### src/rtl/bmdma_pkg.sv
// Package: shared constants for the bus-master register block.
// Assumes: an 8-byte register window per channel, with command, status and pointer at fixed offsets.
package bmdma_pkg;
    localparam int PTR_W     = 32;
    localparam int CH_SPAN   = 8;
    localparam int OFF_CMD   = 0;
    localparam int OFF_STS   = 2;
    localparam int OFF_PTR   = 4;
    localparam int CMD_RUN   = 0;
    localparam int CMD_DIR   = 3;
    localparam int STS_ACT   = 0;
    localparam int STS_IRQ   = 2;
    localparam int STS_CAP0  = 5;
    localparam int STS_CAP1  = 6;
    localparam int SEL_DEV   = 4;

    typedef enum logic [1:0] {
        SZ_BYTE = 2'd0,
        SZ_HALF = 2'd1,
        SZ_WORD = 2'd2,
        SZ_RSV  = 2'd3
    } acc_size_e;
endpackage

### src/rtl/bmdma_decode.sv
// Module: write decoder. It turns an enabled bus write into a per-channel strobe
// for command, status or pointer, or into an illegal-access flag.
// Assumes: the caller has already gated wr_en with the enables it wants.
module bmdma_decode #(
    parameter int NCH = 2,
    parameter int AW  = $clog2(NCH * bmdma_pkg::CH_SPAN)
) (
    input  logic            acc,
    input  logic [AW-1:0]   addr,
    input  logic [1:0]      size,
    output logic [NCH-1:0]  wr_cmd,
    output logic [NCH-1:0]  wr_sts,
    output logic [NCH-1:0]  wr_ptr,
    output logic            illegal
);
    import bmdma_pkg::*;

    localparam int CHW = (AW > 3) ? AW - 3 : 1;

    logic [2:0] off;
    logic       hit_cmd, hit_sts, hit_ptr, legal;

    // classify the offset inside the channel window together with the size
    always_comb begin
        off     = addr[2:0];
        hit_cmd = (off == 3'(OFF_CMD)) && (size == SZ_BYTE);
        hit_sts = (off == 3'(OFF_STS)) && (size == SZ_BYTE);
        hit_ptr = (off == 3'(OFF_PTR)) && (size == SZ_WORD);
        legal   = hit_cmd || hit_sts || hit_ptr;
        illegal = acc && !legal;
    end

    for (genvar c = 0; c < NCH; c++) begin : g_ch
        logic sel;
        // steer the strobe to the channel that owns the address
        always_comb begin
            sel       = acc && (addr[AW-1:3] == CHW'(c));
            wr_cmd[c] = sel && hit_cmd;
            wr_sts[c] = sel && hit_sts;
            wr_ptr[c] = sel && hit_ptr;
        end
    end
endmodule

### src/rtl/bmdma_channel.sv
// Module: the register set of one bus-master channel. It holds the command byte,
// the status byte and the table pointer, and it detects edges of the run bit.
// Assumes: at most one of wr_cmd/wr_sts/wr_ptr is high in a cycle. A completion
// pulse overrides a software write in the same cycle.
module bmdma_channel (
    input  logic        clk,
    input  logic        rst_n,
    input  logic        wr_cmd,
    input  logic        wr_sts,
    input  logic        wr_ptr,
    input  logic [31:0] wdata,
    input  logic        done,
    output logic [7:0]  cmd_o,
    output logic [7:0]  sts_o,
    output logic [31:0] ptr_o,
    output logic        start_o,
    output logic        abort_o
);
    import bmdma_pkg::*;

    logic       run_q, dir_q, act_q, irq_q, start_q, abort_q;
    logic [1:0] cap_q;
    logic [31:0] ptr_q;
    logic       rise, fall;
    logic       unused_wbits;

    assign unused_wbits = ^{wdata[7], wdata[4], wdata[1]};

    // edges of the run bit as seen by a command write
    always_comb begin
        rise = wr_cmd && wdata[CMD_RUN] && !run_q;
        fall = wr_cmd && !wdata[CMD_RUN] && run_q;
    end

    // register update: software write first, then completion wins
    always_ff @(posedge clk) begin
        if (!rst_n) begin
            run_q   <= 1'b0;
            dir_q   <= 1'b0;
            act_q   <= 1'b0;
            irq_q   <= 1'b0;
            cap_q   <= 2'b11;
            ptr_q   <= '0;
            start_q <= 1'b0;
            abort_q <= 1'b0;
        end else begin
            start_q <= rise;
            abort_q <= fall;
            if (wr_cmd) begin
                run_q <= wdata[CMD_RUN];
                if (!run_q) dir_q <= wdata[CMD_DIR];
                if (rise) act_q <= 1'b1;
                if (fall) act_q <= 1'b0;
            end
            if (wr_sts) begin
                cap_q <= wdata[STS_CAP1:STS_CAP0];
                if (wdata[STS_IRQ]) irq_q <= 1'b0;
            end
            if (wr_ptr) ptr_q <= {wdata[31:2], 2'b00};
            if (done) begin
                run_q <= 1'b0;
                act_q <= 1'b0;
                irq_q <= 1'b1;
            end
        end
    end

    // assemble the readable bytes
    always_comb begin
        cmd_o = '0;
        cmd_o[CMD_RUN] = run_q;
        cmd_o[CMD_DIR] = dir_q;
        sts_o = '0;
        sts_o[STS_ACT] = act_q;
        sts_o[STS_IRQ] = irq_q;
        sts_o[STS_CAP1:STS_CAP0] = cap_q;
        ptr_o   = ptr_q;
        start_o = start_q;
        abort_o = abort_q;
    end

    AST_DIR_LOCK: assert property (@(posedge clk) disable iff (!rst_n)
        run_q && $past(run_q) |-> $stable(dir_q));
    AST_ACT_READONLY: assert property (@(posedge clk) disable iff (!rst_n)
        wr_sts && !wr_cmd && !done |=> $stable(act_q));
    AST_START_ACTIVE: assert property (@(posedge clk) disable iff (!rst_n)
        start_q |-> act_q || $past(done));
    AST_ABORT_IDLE: assert property (@(posedge clk) disable iff (!rst_n)
        abort_q |-> !act_q);
    AST_DONE_IRQ: assert property (@(posedge clk) disable iff (!rst_n)
        done |=> irq_q && !act_q && !run_q);
endmodule

### src/rtl/busmaster_regs.sv
// Module: two-channel bus-master register block. It decodes writes, holds the
// channel registers, sends start/abort pulses with the table base, and keeps a
// copy of the device-select bit for each channel.
// Assumes: one register write per cycle. Reads are combinational and wrap inside
// the register window.
module busmaster_regs #(
    parameter int NCH = 2,
    parameter int AW  = $clog2(NCH * bmdma_pkg::CH_SPAN),
    parameter int CW  = (NCH > 1) ? $clog2(NCH) : 1
) (
    input  logic            clk,
    input  logic            rst_n,
    input  logic            io_en,
    input  logic            bm_en,
    input  logic            wr_en,
    input  logic [AW-1:0]   wr_addr,
    input  logic [1:0]      wr_size,
    input  logic [31:0]     wr_data,
    input  logic [AW-1:0]   rd_addr,
    output logic [31:0]     rd_data,
    input  logic            sel_wr,
    input  logic [CW-1:0]   sel_chan,
    input  logic [7:0]      sel_data,
    output logic [NCH-1:0]  dev_sel,
    input  logic [NCH-1:0]  dma_done,
    output logic [NCH-1:0]  dma_start,
    output logic [NCH-1:0]  dma_abort,
    output logic [31:0]     dma_base,
    output logic            size_err
);
    import bmdma_pkg::*;

    localparam int NBYTES = NCH * CH_SPAN;

    logic                  acc, illegal, err_q;
    logic [NCH-1:0]        wr_cmd, wr_sts, wr_ptr;
    logic [NCH-1:0][7:0]   cmd_w, sts_w;
    logic [NCH-1:0][31:0]  ptr_w;
    logic [7:0]            regb [NBYTES];
    logic [NCH-1:0]        dev_q;
    logic                  unused_sel;

    assign unused_sel = ^{sel_data[7:5], sel_data[3:0]};

    // a register write counts only with both enables on
    always_comb acc = wr_en && io_en && bm_en;

    bmdma_decode #(.NCH(NCH), .AW(AW)) i_dec (
        .acc     (acc),
        .addr    (wr_addr),
        .size    (wr_size),
        .wr_cmd  (wr_cmd),
        .wr_sts  (wr_sts),
        .wr_ptr  (wr_ptr),
        .illegal (illegal)
    );

    for (genvar c = 0; c < NCH; c++) begin : g_ch
        bmdma_channel i_ch (
            .clk     (clk),
            .rst_n   (rst_n),
            .wr_cmd  (wr_cmd[c]),
            .wr_sts  (wr_sts[c]),
            .wr_ptr  (wr_ptr[c]),
            .wdata   (wr_data),
            .done    (dma_done[c]),
            .cmd_o   (cmd_w[c]),
            .sts_o   (sts_w[c]),
            .ptr_o   (ptr_w[c]),
            .start_o (dma_start[c]),
            .abort_o (dma_abort[c])
        );

        // device-select copy; gated only by I/O decode
        always_ff @(posedge clk) begin
            if (!rst_n) dev_q[c] <= 1'b0;
            else if (sel_wr && io_en && (sel_chan == CW'(c))) dev_q[c] <= sel_data[SEL_DEV];
        end
    end

    // error pulse for an enabled write of the wrong size or offset
    always_ff @(posedge clk) begin
        if (!rst_n) err_q <= 1'b0;
        else        err_q <= illegal;
    end

    // flatten the channel registers into the byte map
    always_comb begin
        for (int c = 0; c < NCH; c++) begin
            regb[c*CH_SPAN + OFF_CMD]     = cmd_w[c];
            regb[c*CH_SPAN + OFF_CMD + 1] = 8'h00;
            regb[c*CH_SPAN + OFF_STS]     = sts_w[c];
            regb[c*CH_SPAN + OFF_STS + 1] = 8'h00;
            for (int b = 0; b < 4; b++)
                regb[c*CH_SPAN + OFF_PTR + b] = ptr_w[c][8*b +: 8];
        end
    end

    // little-endian read window starting at rd_addr
    always_comb begin
        for (int k = 0; k < 4; k++)
            rd_data[8*k +: 8] = regb[rd_addr + AW'(k)];
    end

    // table base of the channel that is starting
    always_comb begin
        dma_base = '0;
        for (int c = 0; c < NCH; c++)
            if (dma_start[c]) dma_base = ptr_w[c];
    end

    assign dev_sel  = dev_q;
    assign size_err = err_q;

    AST_ERR_QUIET: assert property (@(posedge clk) disable iff (!rst_n)
        size_err |-> (dma_start == '0) && (dma_abort == '0));
    AST_ERR_PTR_HELD: assert property (@(posedge clk) disable iff (!rst_n)
        size_err |-> $stable(ptr_w));
    AST_SEL_GATED: assert property (@(posedge clk) disable iff (!rst_n)
        !io_en && sel_wr |=> $stable(dev_sel));
    AST_ONE_PULSE: assert property (@(posedge clk) disable iff (!rst_n)
        $onehot0({dma_start, dma_abort}));
endmodule

### config.mk
export PLATFORM = sky130hd
export DESIGN_NAME = busmaster_regs
export DESIGN_NICKNAME = d
export VERILOG_FILES = /design/src/rtl/bmdma_pkg.sv /design/src/rtl/bmdma_decode.sv /design/src/rtl/bmdma_channel.sv /design/src/rtl/busmaster_regs.sv
export SDC_FILE = /design/constraint.sdc
export NUM_CORES = 1
export LEC_CHECK = 0
export BUFFER_PORTS_ARGS = -buffer_cell sky130_fd_sc_hd__clkbuf_2
export CAP_MARGIN = 20
export CORE_MARGIN = 2
export CORE_UTILIZATION = 40
export CTS_BUF_LIST = sky130_fd_sc_hd__clkbuf_8
export DETAILED_ROUTE_END_ITERATION = 8
export GPL_TIMING_DRIVEN = 0
export PLACE_DENSITY = 0.6
export SKIP_LAST_GASP = 1
export SYNTH_ARGS = -nofsm -noshare
export SYNTH_HDL_FRONTEND = slang
export SYNTH_HIERARCHICAL = 1
export SYNTH_SLANG_ARGS = --single-unit
### constraint.sdc
create_clock -name clk -period 4.75 [get_ports clk]
set_input_delay 0.2375 -clock clk [delete_from_list [all_inputs] [get_ports clk]]
set_output_delay 0.2375 -clock clk [all_outputs]
set_load 0.02 [all_outputs]
# After elaboration in Yosys (flattened, before gate mapping)
# Cells that the tools add are included.
# W data, S select, Z words.
[word_totals]
register_bits = 79
latchBits = 0
ramBits = 0
romBits = 0
elab_cells = 108
mem_count = 0
[classes]
n_addsub = 3
n_mul = 0
n_div = 0
n_lt_le_gt_ge = 4
eq_ne = 3
shift = 0
n_mux = 23
bitwise = 9
n_reduce_logical = 47
[op_table]
columns = ["cell", "n"]
rows = [
  ["$bmux W8 S4", 4],
  ["$mux W32", 2],
  ["$mux W8", 8],
  ["$logic_and A1 B1 Y1", 25],
  ["$ge A5 B5 Y1 const B", 4],
  ["$not A4 Y5", 4],
  ["$reduce_and A2 Y1", 6],
  ["$reduce_bool A2 Y1", 6],
  ["$mux W1", 9],
  ["$add A4 B2 Y4 const B", 2],
  ["$not A1 Y1", 5],
  ["$add A4 B1 Y4 const B", 1],
  ["$logic_not A1 Y1", 4],
  ["$reduce_or A2 Y1", 2],
  ["$eq A3 B2 Y1 const B", 1],
  ["$eq A3 B3 Y1 const B", 1],
  ["$logic_not A3 Y1", 1],
  ["$eq A2 B2 Y1 const B", 1],
  ["$logic_not A2 Y1", 1],
  ["$logic_or A1 B1 Y1", 2],
]

# Longest topological paths before layout
[logic_depth]
ltp_word = 8
ltp_mapped = 11
ltp_nobuf = 6

# Modules after synthesis
# The synthesis kept the hierarchy.
[by_module_without_submodules]
columns = ["module", "instances", "cells_each", "area_per_inst_um2"]
rows = [
  ["busmaster_regs", 1, 412, 3836.2],
  ["bmdma_channel", 2, 142, 1594.0],
  ["bmdma_decode", 1, 14, 92.6],
]

# Worst setup path after synthesis
# Ideal clock, no wire load.
[synth_timing]
path_kind = "input-to-output"
from = "input port rd_addr[0]"
to = "output port rd_data[10]"
arrival_time_ps = 2331
required_ps = 4513
path_slack_ps = 2182
cell_stages = 9
cell_sequence = "buf_4 > buf_6 > buf_6 > inv_1 > ha_1 > buf_2 > clkbuf_1 > mux4_2 > a221o_1"
[synth_via]
elab_chain_len = 5
[synth_lines]
columns = ["element", "line_no", "rtl"]
rows = [
  ["start, declared", "busmaster_regs.sv:19", "input logic [AW-1:0] rd_addr,"],
  ["$add A4 B1 Y4", "busmaster_regs.sv:102", "rd_data[8*k +: 8] = regb[rd_addr + AW'(k)];"],
  ["$not A4 Y5 (not written as such)", "busmaster_regs.sv:102", ""],
  ["$bmux W8 S4", "busmaster_regs.sv:102", ""],
  ["$mux W8 (not written as such) (2 in series)", "busmaster_regs.sv:102", ""],
  ["end, declared", "busmaster_regs.sv:20", "output logic [31:0] rd_data,"],
]
# Every way passes these cells. The select of a mux whose other input is x is not followed.

# Worst setup path after layout
[layout_timing]
from = "input port rd_addr[0]"
to = "output port rd_data[11]"
# The elaborated chain is that of the path after synthesis.

==> impl_metrics.tcl <==
set metrics [dict create \
    grt_pass1_wl_um 36400 \
    async_flop_share_pct 0 \
    grt_max_degree 22 \
    chipHeight_um 137.4 \
    wl_per_cell_um 21.88 \
    clkPwrFrac_pct 32.0 \
    cts_tree "done" \
    cts_num_sinks 79 \
    synth_top_family_by_area "multiplexers" \
    synth_mux_area_share_pct 38.40 \
    synth_enable_flop_cells 0 \
    grt_usage_pct 26.15 \
    grt_busiest_layer "met2" \
    slew_headroom_pct 38.32 \
    cp.arrival_ns 3.07 \
    comb_power_share_pct 27.0 \
    final_antenna_net_count 0 \
    syn_area_per_cell_um2 10.02 \
    use_met3_pct 5.151 \
    p_sw_w 0.0005335 \
    grt_pass1_vias 6062 \
    pwr-share-seq_pct 41.0 \
    timing.rr.end "g_ch[1].i_ch/start_o" \
    antenna_cells 0 \
    routed_wl_um 23850 \
    synthAdderAreaFrac_pct 0.7032 \
    cp-endpoint "rd_data[11]" \
    yosys_register_bits 79 \
    hpwl_um 18820 \
    postCtsSetupRepairBufs 0 \
    vdd_drop_max_uv 103.0 \
    placed_cell_area_mm2 0.008066 \
    skew_ns 0.01077 \
    port_buffers 117 \
    clock_path_buffers 2 \
    finalInstanceArea_mm2 0.008265 \
    postLayoutCoreUtil_pct 47.62 \
    start_util_pct 41.00 \
    power_leakage_nw 3.118 \
    ioPinCount 130 \
    cts-root-buf "clkbuf_8" \
    synth_ff_type "dfxtp_1" \
    hold_buffers 0 \
    yosys.area_share.xor_xnor_pct 1.231 \
    rr_worst_depth 1 \
    rows 48 \
    numCtsBuffers 9 \
    nNetsFinal 923 \
    fp.dieW_um 137.4 \
    switching_share_pct 32.84 \
    maxCapViolCount 0 \
    power_density_mw_per_mm2 196.5 \
    coreArea_mm2 0.01736 \
    final_common_cell "clkbuf_2" \
    yosysWarnings 6 \
    drive_gt1_share_pct 35.49 \
    hp-class "in -> reg" \
    drc 0 \
    hold_viol_final 0 \
    drt-vias-per-instance 5.782 \
    met2_usage_pct 40.55 \
    ys_seq_area_share_pct 22.22 \
    synth_cell_types 50 \
    cp-end-kind "output pin" \
    critPathMaxFanout 10 \
    cp-start-kind "primary input" \
    setup-tns-final_ns 0 \
    vias 6302 \
    drt_iter0_markers 539 \
    critPathLaunch "rd_addr[0]" \
    synth_cells 710 \
    r2r-start "g_ch[1].i_ch/run_q" \
    nFillCells 1647 \
    overflow 0 \
    synthSimpleGateAreaFrac_pct 16.65 \
    min_period_ns 3.310 \
    status "complete, no violations" \
    cts_resized 0 \
    syn_to_final_growth_pct 16.14 \
    die-area_mm2 0.01887 \
    worst_slack_ns 1.440 \
    rsz0062_at_grt "no" \
    clk_pin_slew_ns 0.09 \
    clk_latency_ns 0.38 \
    p_int_w 0.001091 \
    crit_type "in -> out" \
    synth_compound_area_share_pct 10.95 \
    worstMarginPinSlew_ns 0.9167 \
    antenna_found_initial 0 \
    dr.pass1.iters 5 \
    r2r_slack_ns 3.78 \
    min_period_over_period_pct 69.68 \
    gp_congestion 0.9586 \
    cts-htree-levels 3 \
    layout_common_cells "117 x clkbuf_2, 102 x mux2i_1, 90 x nand2_1, 79 x dfxtp_1, 69 x nor2b_1" \
    met1_usage_pct 36.56 \
    synth_area_mm2 0.007117 \
    post-place-ws_ns 1.477 \
    final-setup-viol-count 0 \
    fmax_mhz 302.1 \
    crit_required_ns 4.51 \
    slew_violations 0 \
]
-- worst min path at each step --
| stage | start | cells after the start | endpoint | slack [ns] |
|---|---|---|---|---|
| 3_3_place_gp | g_ch[0].i_ch/irq_q | 2 | g_ch[0].i_ch/irq_q | 0.49 |
| 6_report | dma_done[0] | 3 | g_ch[0].i_ch/irq_q | 0.10 |
| 4_1_cts | dma_done[1] | 3 | g_ch[1].i_ch/irq_q | 0.08 |
| 5_1_grt | dma_done[1] | 3 | g_ch[1].i_ch/irq_q | 0.12 |
| 2_1_floorplan | wr_data[0] | 1 | g_ch[0].i_ch/abort_o | 0.31 |
| 3_5_place_dp | dma_done[1] | 3 | g_ch[1].i_ch/irq_q | 0.50 |
-- synth_stat cells (14+ instances only) --
library cell	instances	area, µm²
a221o_1	16	160.2
o21ai_0	29	145.1
nor2b_1	69	431.7
nand3_1	26	130.1
buf_4	41	307.8
dfxtp_1	79	1582
nand2_1	90	337.8
mux2_2	24	270.3
mux4_2	64	1441
clkbuf_1	15	56.30
buf_2	14	70.07
mux2i_1	102	1021
o22ai_1	16	100.1
-- metal layers --
metal | vias to the layer above | share of wire, %
li1 | 2911 | -
met1 | 3004 | 44
met2 | 346 | 45
met3 | 41 | 8.9
met4 | 0 | 2.3
met5 | - | 0
-- through the flow --
stage	hold WS [ns]	power (W)	cells
2_1_floorplan	0.3136	0.0009803	732
3_3_place_gp	0.4926	0.001108	1074
3_5_place_dp	0.4954	0.001108	1074
4_1_cts	0.08434	0.001623	1090
5_1_grt	0.1209	0.001686	1090
6_report	0.1032	0.001624	1090
-- layout make-up --
cell class | instances | area, µm² | area share [%]
Buffer | 87 | 648.1 | 7.841
Clock buffer | 9 | 123.9 | 1.499
Clock inverter | 7 | 75.07 | 0.9083
Inverter | 12 | 45.04 | 0.5450
Multi-Input combinational cell | 554 | 4925 | 59.58
Sequential cell | 79 | 1582 | 19.13
Tap cell | 225 | 281.5 | 3.406
Timing Repair Buffer | 117 | 585.6 | 7.084
-- flip-flops by register name, summed over array words and instances, names as in the netlist --
signal,count
dev_sel,2
g_ch.i_ch/abort_o,2
g_ch.i_ch/act_q,2
g_ch.i_ch/cap_q,4
g_ch.i_ch/dir_q,2
g_ch.i_ch/irq_q,2
g_ch.i_ch/ptr_o,60
g_ch.i_ch/run_q,2
g_ch.i_ch/start_o,2
size_err,1
-- logic make-up after synthesis --
logic type | after synthesis
AOI/OAI and AO/OA | 101
buffers and inverters | 99
DFF | 79
muxes | 190
and+or+nand+nor | 228
other | 2
adders and majority gates | 4
xor gates and xnor gates | 7
-- power groups by stage --
| stage | registers [W] | clock network, W | logic (W) |
|---|---|---|---|
| 2_1_floorplan | 0.000682 | 0 | 0.000298 |
| 3_3_place_gp | 0.000682 | 0 | 0.000426 |
| 3_5_place_dp | 0.000682 | 0 | 0.000426 |
| 4_1_cts | 0.000666 | 0.000530 | 0.000427 |
| 5_1_grt | 0.000667 | 0.000553 | 0.000465 |
| 6_report | 0.000666 | 0.000519 | 0.000438 |
-- critical path: stages --
cell	delay [ns]
clkbuf_2	0.09
buf_4	0.20
buf_6	0.20
buf_6	0.18
inv_1	0.07
ha_1	0.27
buf_2	0.26
clkbuf_1	0.57
mux4_2	0.44
a221o_1	0.38
clkbuf_2	0.16
Power figures use the tool's default switching activity.
